File: src/rtl/irq_arbiter.sv
`timescale 1ns/1ps
module irq_arbiter #(
  parameter int N = 4,
  parameter logic [N-1:0] LEVEL_MASK = 4'b1000,
  parameter logic [7:0] SIG = 8'hA5,
  parameter int RESP_CYC = 4,
  parameter int WAKE_CYC = 4,
  parameter int WIN_LEN = 4
) (
  input  logic                 clk,
  input  logic                 rst_n,
  input  logic [N-1:0]         req_i,
  input  logic [N-1:0]         src_en_i,
  input  logic [N-1:0]         flag_wclr_i,
  input  logic                 insn_bnd_i,
  input  logic                 reti_i,
  input  logic                 sei_i,
  input  logic                 cli_i,
  input  logic                 sleep_i,
  input  logic                 unlock_wr_i,
  input  logic [7:0]           unlock_data_i,
  output logic                 take_o,
  output logic [$clog2(N)-1:0] vec_o,
  output logic [N-1:0]         flag_clr_o,
  output logic                 vec_fetch_o,
  output logic                 gie_o,
  output logic [7:0]           unlock_rd_o
);
  localparam int VW = $clog2(N);
  localparam int CW = $clog2(RESP_CYC + WAKE_CYC + 1);
  localparam int WW = $clog2(WIN_LEN + 1);

  logic [N-1:0]  flag_q, pend, elig, take_hot;
  logic          gie_q, hold_q, take_q, found, take_now, sig_wr;
  logic [VW-1:0] vec_q, win_vec;
  logic [CW-1:0] resp_q;
  logic [WW-1:0] win_q;
  logic [N-1:0]  clr_q;

  assign sig_wr = unlock_wr_i && (unlock_data_i == SIG);
  assign pend   = (flag_q & ~LEVEL_MASK) | (req_i & LEVEL_MASK);
  assign elig   = pend & src_en_i;

  always_comb begin
    found   = 1'b0;
    win_vec = '0;
    for (int i = N - 1; i >= 0; i--) begin
      if (elig[i]) begin
        found   = 1'b1;
        win_vec = VW'(i);
      end
    end
  end

  assign take_now = found && gie_q && !cli_i && !sei_i && !reti_i && !hold_q
                 && (win_q == '0) && !sig_wr && (resp_q == '0)
                 && (insn_bnd_i || sleep_i);
  assign take_hot = take_now ? ({{(N-1){1'b0}}, 1'b1} << win_vec) : '0;

  always_ff @(posedge clk) begin
    if (!rst_n) begin
      flag_q <= '0;
      gie_q  <= 1'b0;
      hold_q <= 1'b0;
      take_q <= 1'b0;
      vec_q  <= '0;
      clr_q  <= '0;
      resp_q <= '0;
      win_q  <= '0;
    end else begin
      flag_q <= ((flag_q & ~flag_wclr_i & ~take_hot) | req_i) & ~LEVEL_MASK;

      if (take_now || cli_i) gie_q <= 1'b0;
      else if (sei_i || reti_i) gie_q <= 1'b1;

      if (sei_i || reti_i) hold_q <= 1'b1;
      else if (insn_bnd_i) hold_q <= 1'b0;

      take_q <= take_now;
      clr_q  <= take_hot & ~LEVEL_MASK;
      if (take_now) vec_q <= win_vec;

      if (take_now) resp_q <= sleep_i ? CW'(RESP_CYC + WAKE_CYC) : CW'(RESP_CYC);
      else if (resp_q != '0) resp_q <= resp_q - CW'(1);

      if (sig_wr) win_q <= WW'(WIN_LEN);
      else if (insn_bnd_i && win_q != '0) win_q <= win_q - WW'(1);
    end
  end

  assign take_o      = take_q;
  assign vec_o       = vec_q;
  assign flag_clr_o  = clr_q;
  assign vec_fetch_o = (resp_q == CW'(1));
  assign gie_o       = gie_q;
  assign unlock_rd_o = {7'b0, win_q != '0};
endmodule

File: config.mk
export PLATFORM = sky130hd
export DESIGN_NAME = irq_arbiter
export DESIGN_NICKNAME = d
export VERILOG_FILES = /design/src/rtl/irq_arbiter.sv
export SDC_FILE = /design/constraint.sdc
export NUM_CORES = 1
export LEC_CHECK = 0
export BUFFER_PORTS_ARGS = -buffer_cell sky130_fd_sc_hd__buf_2
export CAP_MARGIN = 20
export CORE_MARGIN = 1
export CORE_UTILIZATION = 51
export CTS_BUF_LIST = sky130_fd_sc_hd__clkbuf_8
export DETAILED_ROUTE_END_ITERATION = 16
export PLACE_DENSITY = 0.91
export SLEW_MARGIN = 20
export SYNTH_ARGS = -nofsm -noshare
export SYNTH_HDL_FRONTEND = slang
export SYNTH_SLANG_ARGS = --single-unit
File: constraint.sdc
create_clock -name clk -period 4.2 [get_ports clk]
set_clock_uncertainty 0.05 [all_clocks]
set_input_delay 0.84 -clock clk [delete_from_list [all_inputs] [get_ports clk]]
set_output_delay 0.84 -clock clk [all_outputs]
set_load 0.1 [all_outputs]
[Word-level counts from Yosys, hierarchy flattened]
Index checks and enable logic that the tools add are counted.
Word-level totals
  flip-flop bits (word level): 19
  input port bits: 28
  output and inout port bits: 17
  logic and storage cells: 67
Operators by class
  add/subtract/negate cells: 2
  equal/unequal tests: 2
  shifts and indexed selects: 1
  muxes and demuxes: 16
  bitwise logic cells: 8
  reductions and logical operators: 28
Operator list (count)
  2-to-1 mux 4 bit: 3
  logical AND 1 bit: 11
  2-to-1 mux 3 bit: 3
  equality test 8 bit (second input constant): 1
  2-to-1 mux 2 bit: 4
  bitwise AND 3 bit: 2
  2-to-1 mux 1 bit: 6
  NOT 3 bit: 2
  nonzero test 2 bit: 3
  zero test 1 bit: 5
  bitwise AND 4 bit: 1
  equality test 4 x 1 -> 1 bit (second input constant): 1
  zero test 4 bit: 1
  bitwise OR 3 x 4 -> 4 bit: 1
  nonzero test 4 bit: 1
  OR reduction 2 bit: 2
  subtractor 4 x 1 -> 4 bit (second input constant): 1
  zero test 3 bit: 1
  logical OR 1 bit: 3
  bitwise OR 3 bit: 1
  nonzero test 3 bit: 1
  << shifter 1 x 2 -> 3 bit (first input constant): 1
  subtractor 3 x 1 -> 3 bit (second input constant): 1
  NOT 1 bit: 1

[Longest topological paths before layout]
  depth in word-level cells: 19
  depth in mapped cells: 7
  mapped depth without buffers: 7

[Worst setup path after synthesis]
Ideal clock, no wire load.
  path kind: register to output
  start: register resp_q[0]
  end: output vec_fetch_o
  arrival time: 2694 ps
  data required time: 3310 ps
  slack: 616 ps
  cell stages (with the launch flop): 3
  buffers on the path: 0
  cell sequence: dfxtp_1 > ha_1 > nor3b_1
Between the ends
  longest elaborated chain between the ends: 1
Ends and longest elaborated chain
  start: declaration: line 36  | logic [CW-1:0] resp_q;
  start signal: assignment: line 83  | if (take_now) resp_q <= sleep_i ? CW'(RESP_CYC + WAKE_CYC) : CW'(RESP_CYC);
  start signal: assignment: line 84  | else if (resp_q != '0) resp_q <= resp_q - CW'(1);
  equality test 4 x 1 -> 1 bit: line 94  | assign vec_fetch_o = (resp_q == CW'(1));
  end: declaration: line 25  | output logic vec_fetch_o,
Every way passes these cells.

[Worst setup path in the final report]
  start: register win_q[0]
  end: output unlock_rd_o[0]
Between the ends
  longest elaborated chain between the ends: 1
Ends and longest elaborated chain
  start: declaration: line 37  | logic [WW-1:0] win_q;
  start signal: assignment: line 86  | if (sig_wr) win_q <= WW'(WIN_LEN);
  start signal: assignment: line 87  | else if (insn_bnd_i && win_q != '0) win_q <= win_q - WW'(1);
  nonzero test 3 bit: line 96  | assign unlock_rd_o = {7'b0, win_q != '0};
  end: declaration: line 27  | output logic [7:0] unlock_rd_o
Every way passes these cells.

==> results.md <==
* Mapped Cells at between 100 and 150
* CP startpoint: win_q[0]
* Starting density of the core at a little over half
* Die area at about 2000 µm²
* NetSw at about 300 µW
* Max rail drop VDD at roughly 0.00031 V
* Std cell rows at 15
* Combinational power share at approximately half
* Register area share after synthesis at between 30% and 40%
* Clk sinks at 18
* H-tree lvl count at 1
* Skew-Pair Late Insertion Delay at roughly 0.24 ns
* Largest net degree at the start of global routing at 12
* Reg power frac at about 34%
* Hold/Removal Path Class: reg -> reg
* Routability cong. at 0.741
* Hold EP: vec_o[0]
* Via density at between 4 and 5
* EDFF count, synth at 0
* Final Critical Period at 2.40 ns
* Area added between synthesis and finish at 22.4%
* Total CTS buffers at 3
* Drt first-iter violations at 6
* Reg2Reg Setup Slack at 1.95 ns
* Post-synth ARST share at 0%
* Synthesized flop and latch total at 18
* Net Sw Frac at a little under half
* CTS Hold Buffers Added at 0
* Hold path cells at 2
* DRT Pass-1 Iters at 4
* WP data required at 3.31 ns
* Crit share post-route at 57.2%
* DP Wirelength at between 1.5 and 2 mm
* CTS tree: yes
* Clock power frac at 17.0%
* DR WL/cell at ~11 µm
* Final setup viols at 0
* # DRC at 0
* Setup TNS at 0 ns
* Buffer depth of the longest clock path at 2
* Post-CTS Setup Inserts at 0
* R2R Path End: flag_q[1]
* R2r worst-path depth at 6
* Final wirelength at between 1.5 and 2 mm
* Post-CTS Resized at 0
* Global Route Usage Sum at 20.6%
* Grt peak-use layer: met2
* WP data arrival at 1.51 ns
* Post-synthesis cell area at 940 µm²
* M3 GR Usage at under 10%
* Critical Path End Type: primary output
* Core area at around 1700 µm²
* Power consumption at around 670 µW
* Leakage power at approximately 0.55 nW
* Reg2reg start: resp_q[0]
* ANT nets after route at 0
* # diodes at 0
* Clock transition at the registers of the reported paths at around 0.060 ns
* Crit-path max FO at 3
* Layout cells sized above 1 at ~29%
* Met2 Usage GRT at between 30% and 40%
* Unrepaired setup endpoints after global routing: false
* Chip height at between 40 and 50 µm
* Ports at 45
* I/O Buffers at 35
* CP Launch Type: flip-flop
* Routed via count at 834
* P per Cell Area at between 500 and 600 nW/µm²
* Top FF cell, synth: dfxtp_1
* Initial antenna violation count at 0
* Nets at about 180
* Syn. warnings at 0
* Synthesized area per cell at 8.70 µm²
* Worst hold path startpoint: vec_o[0]
* Most frequent cells in the layout: 35 x buf_2, 18 x dfxtp_1, 12 x nand2_1
* Commonest non-fill, non-tap cell in the layout: buf_2
* Total of max-cap violations at 0
* Met1 Usage GRT at between 20% and 30%
* Root Driver: clkbuf_8
* Vias in the first global route at about 800
* Status: complete, no violations
* Max-slew violation count at 0
* Netlist cell types at 37
* Global-route wire length before repair at slightly above 3 mm
* Gr ovfl total at 0
* Final Hold Vio Count at 0
* Kind of critical path: reg -> out
* Max frequency at between 0.4 and 0.5 GHz
* Die Wd at ~45 µm
* Int Power at approximately 360 µW
==> metrics by stage <==
stage          cell area [µm²]  setup slack (ns)  hold slack (ns)  utilization (%)  cells
6_report                  1150              1.80            0.410             66.6    169
5_1_grt                   1150              1.73            0.443             66.6    169
4_1_cts                   1150              1.79            0.419             66.6    169
3_5_place_dp              1110              1.81            0.410             64.2    166
3_3_place_gp              1110              1.88            0.401             64.2    166
2_1_floorplan              966             0.616            0.395                -    115
==> area by class of cell <==
class	count	area (µm²)
Multi-Input combinational cell	79	508
Inverter	9	33.8
Clock buffer	3	41.3
Sequential cell	18	360
Timing Repair Buffer	35	175
Tap cell	25	31.3
Fill cell	150	577
==> cell usage after synthesis (all sizes together), types with 2 or more instances <==
cell,instances,area share (%)
xnor2,2,1.9
dfxtp,18,38
nor3b,3,2.4
nand4,2,1.3
o21ai,3,1.6
mux2i,2,2.1
nor3,3,1.6
nand3,2,2.4
a21oi,7,3.7
nor2b,3,2.0
nor2,9,3.6
buf,8,6.4
ha,4,5.3
nand2,12,4.8
inv,9,3.6
==> metal layers <==
layer,vias up,share of wire [%]
met3,4,5.5
li1,436,-
met4,0,1.5
met1,366,41
met5,-,0
met2,28,52
==> power groups by stage <==
stage / sequential, mW / combinational (mW) / clock, mW
floorplan: 0.228 / 0.279 / 0
global placement: 0.227 / 0.317 / 0
detailed placement: 0.230 / 0.328 / 0
CTS: 0.226 / 0.330 / 0.116
global route: 0.232 / 0.359 / 0.123
finish: 0.226 / 0.326 / 0.113
==> worst max path at each step <==
stage                      to  slack (ns)
2_1_floorplan     vec_fetch_o        0.62
3_3_place_gp        resp_q[1]        1.88
3_5_place_dp        flag_q[1]        1.81
4_1_cts        unlock_rd_o[0]        1.79
5_1_grt        unlock_rd_o[0]        1.73
6_report       unlock_rd_o[0]        1.80
==> kinds of logic after synthesis <==
logic type	count (synthesis)	share of synthesized area (%)
AO/OA/AOI/OAI	19	13.3
XOR/XNOR	2	1.86
adder cells (fa/ha/maj)	4	5.33
buffers and inverters	18	10.4
flip-flops	18	38.3
multiplexers	2	2.13
other	1	0.399
AND/OR/NAND/NOR	44	28.2
==> sequential cells by signal, indices dropped and copies added, names as in the netlist <==
register / flops
take_o: 1
win_q: 3
gie_o: 1
resp_q: 4
flag_q: 3
vec_o: 2
flag_clr_o: 3
hold_q: 1
==> worst max-delay path, stage by stage (launching register included) <==
cell     delay (ns)
dfxtp_1        0.35
inv_1          0.05
ha_1           0.19
ha_1           0.21
inv_1          0.05
buf_2          0.41
Note: power is estimated with default switching activity, not from simulation.
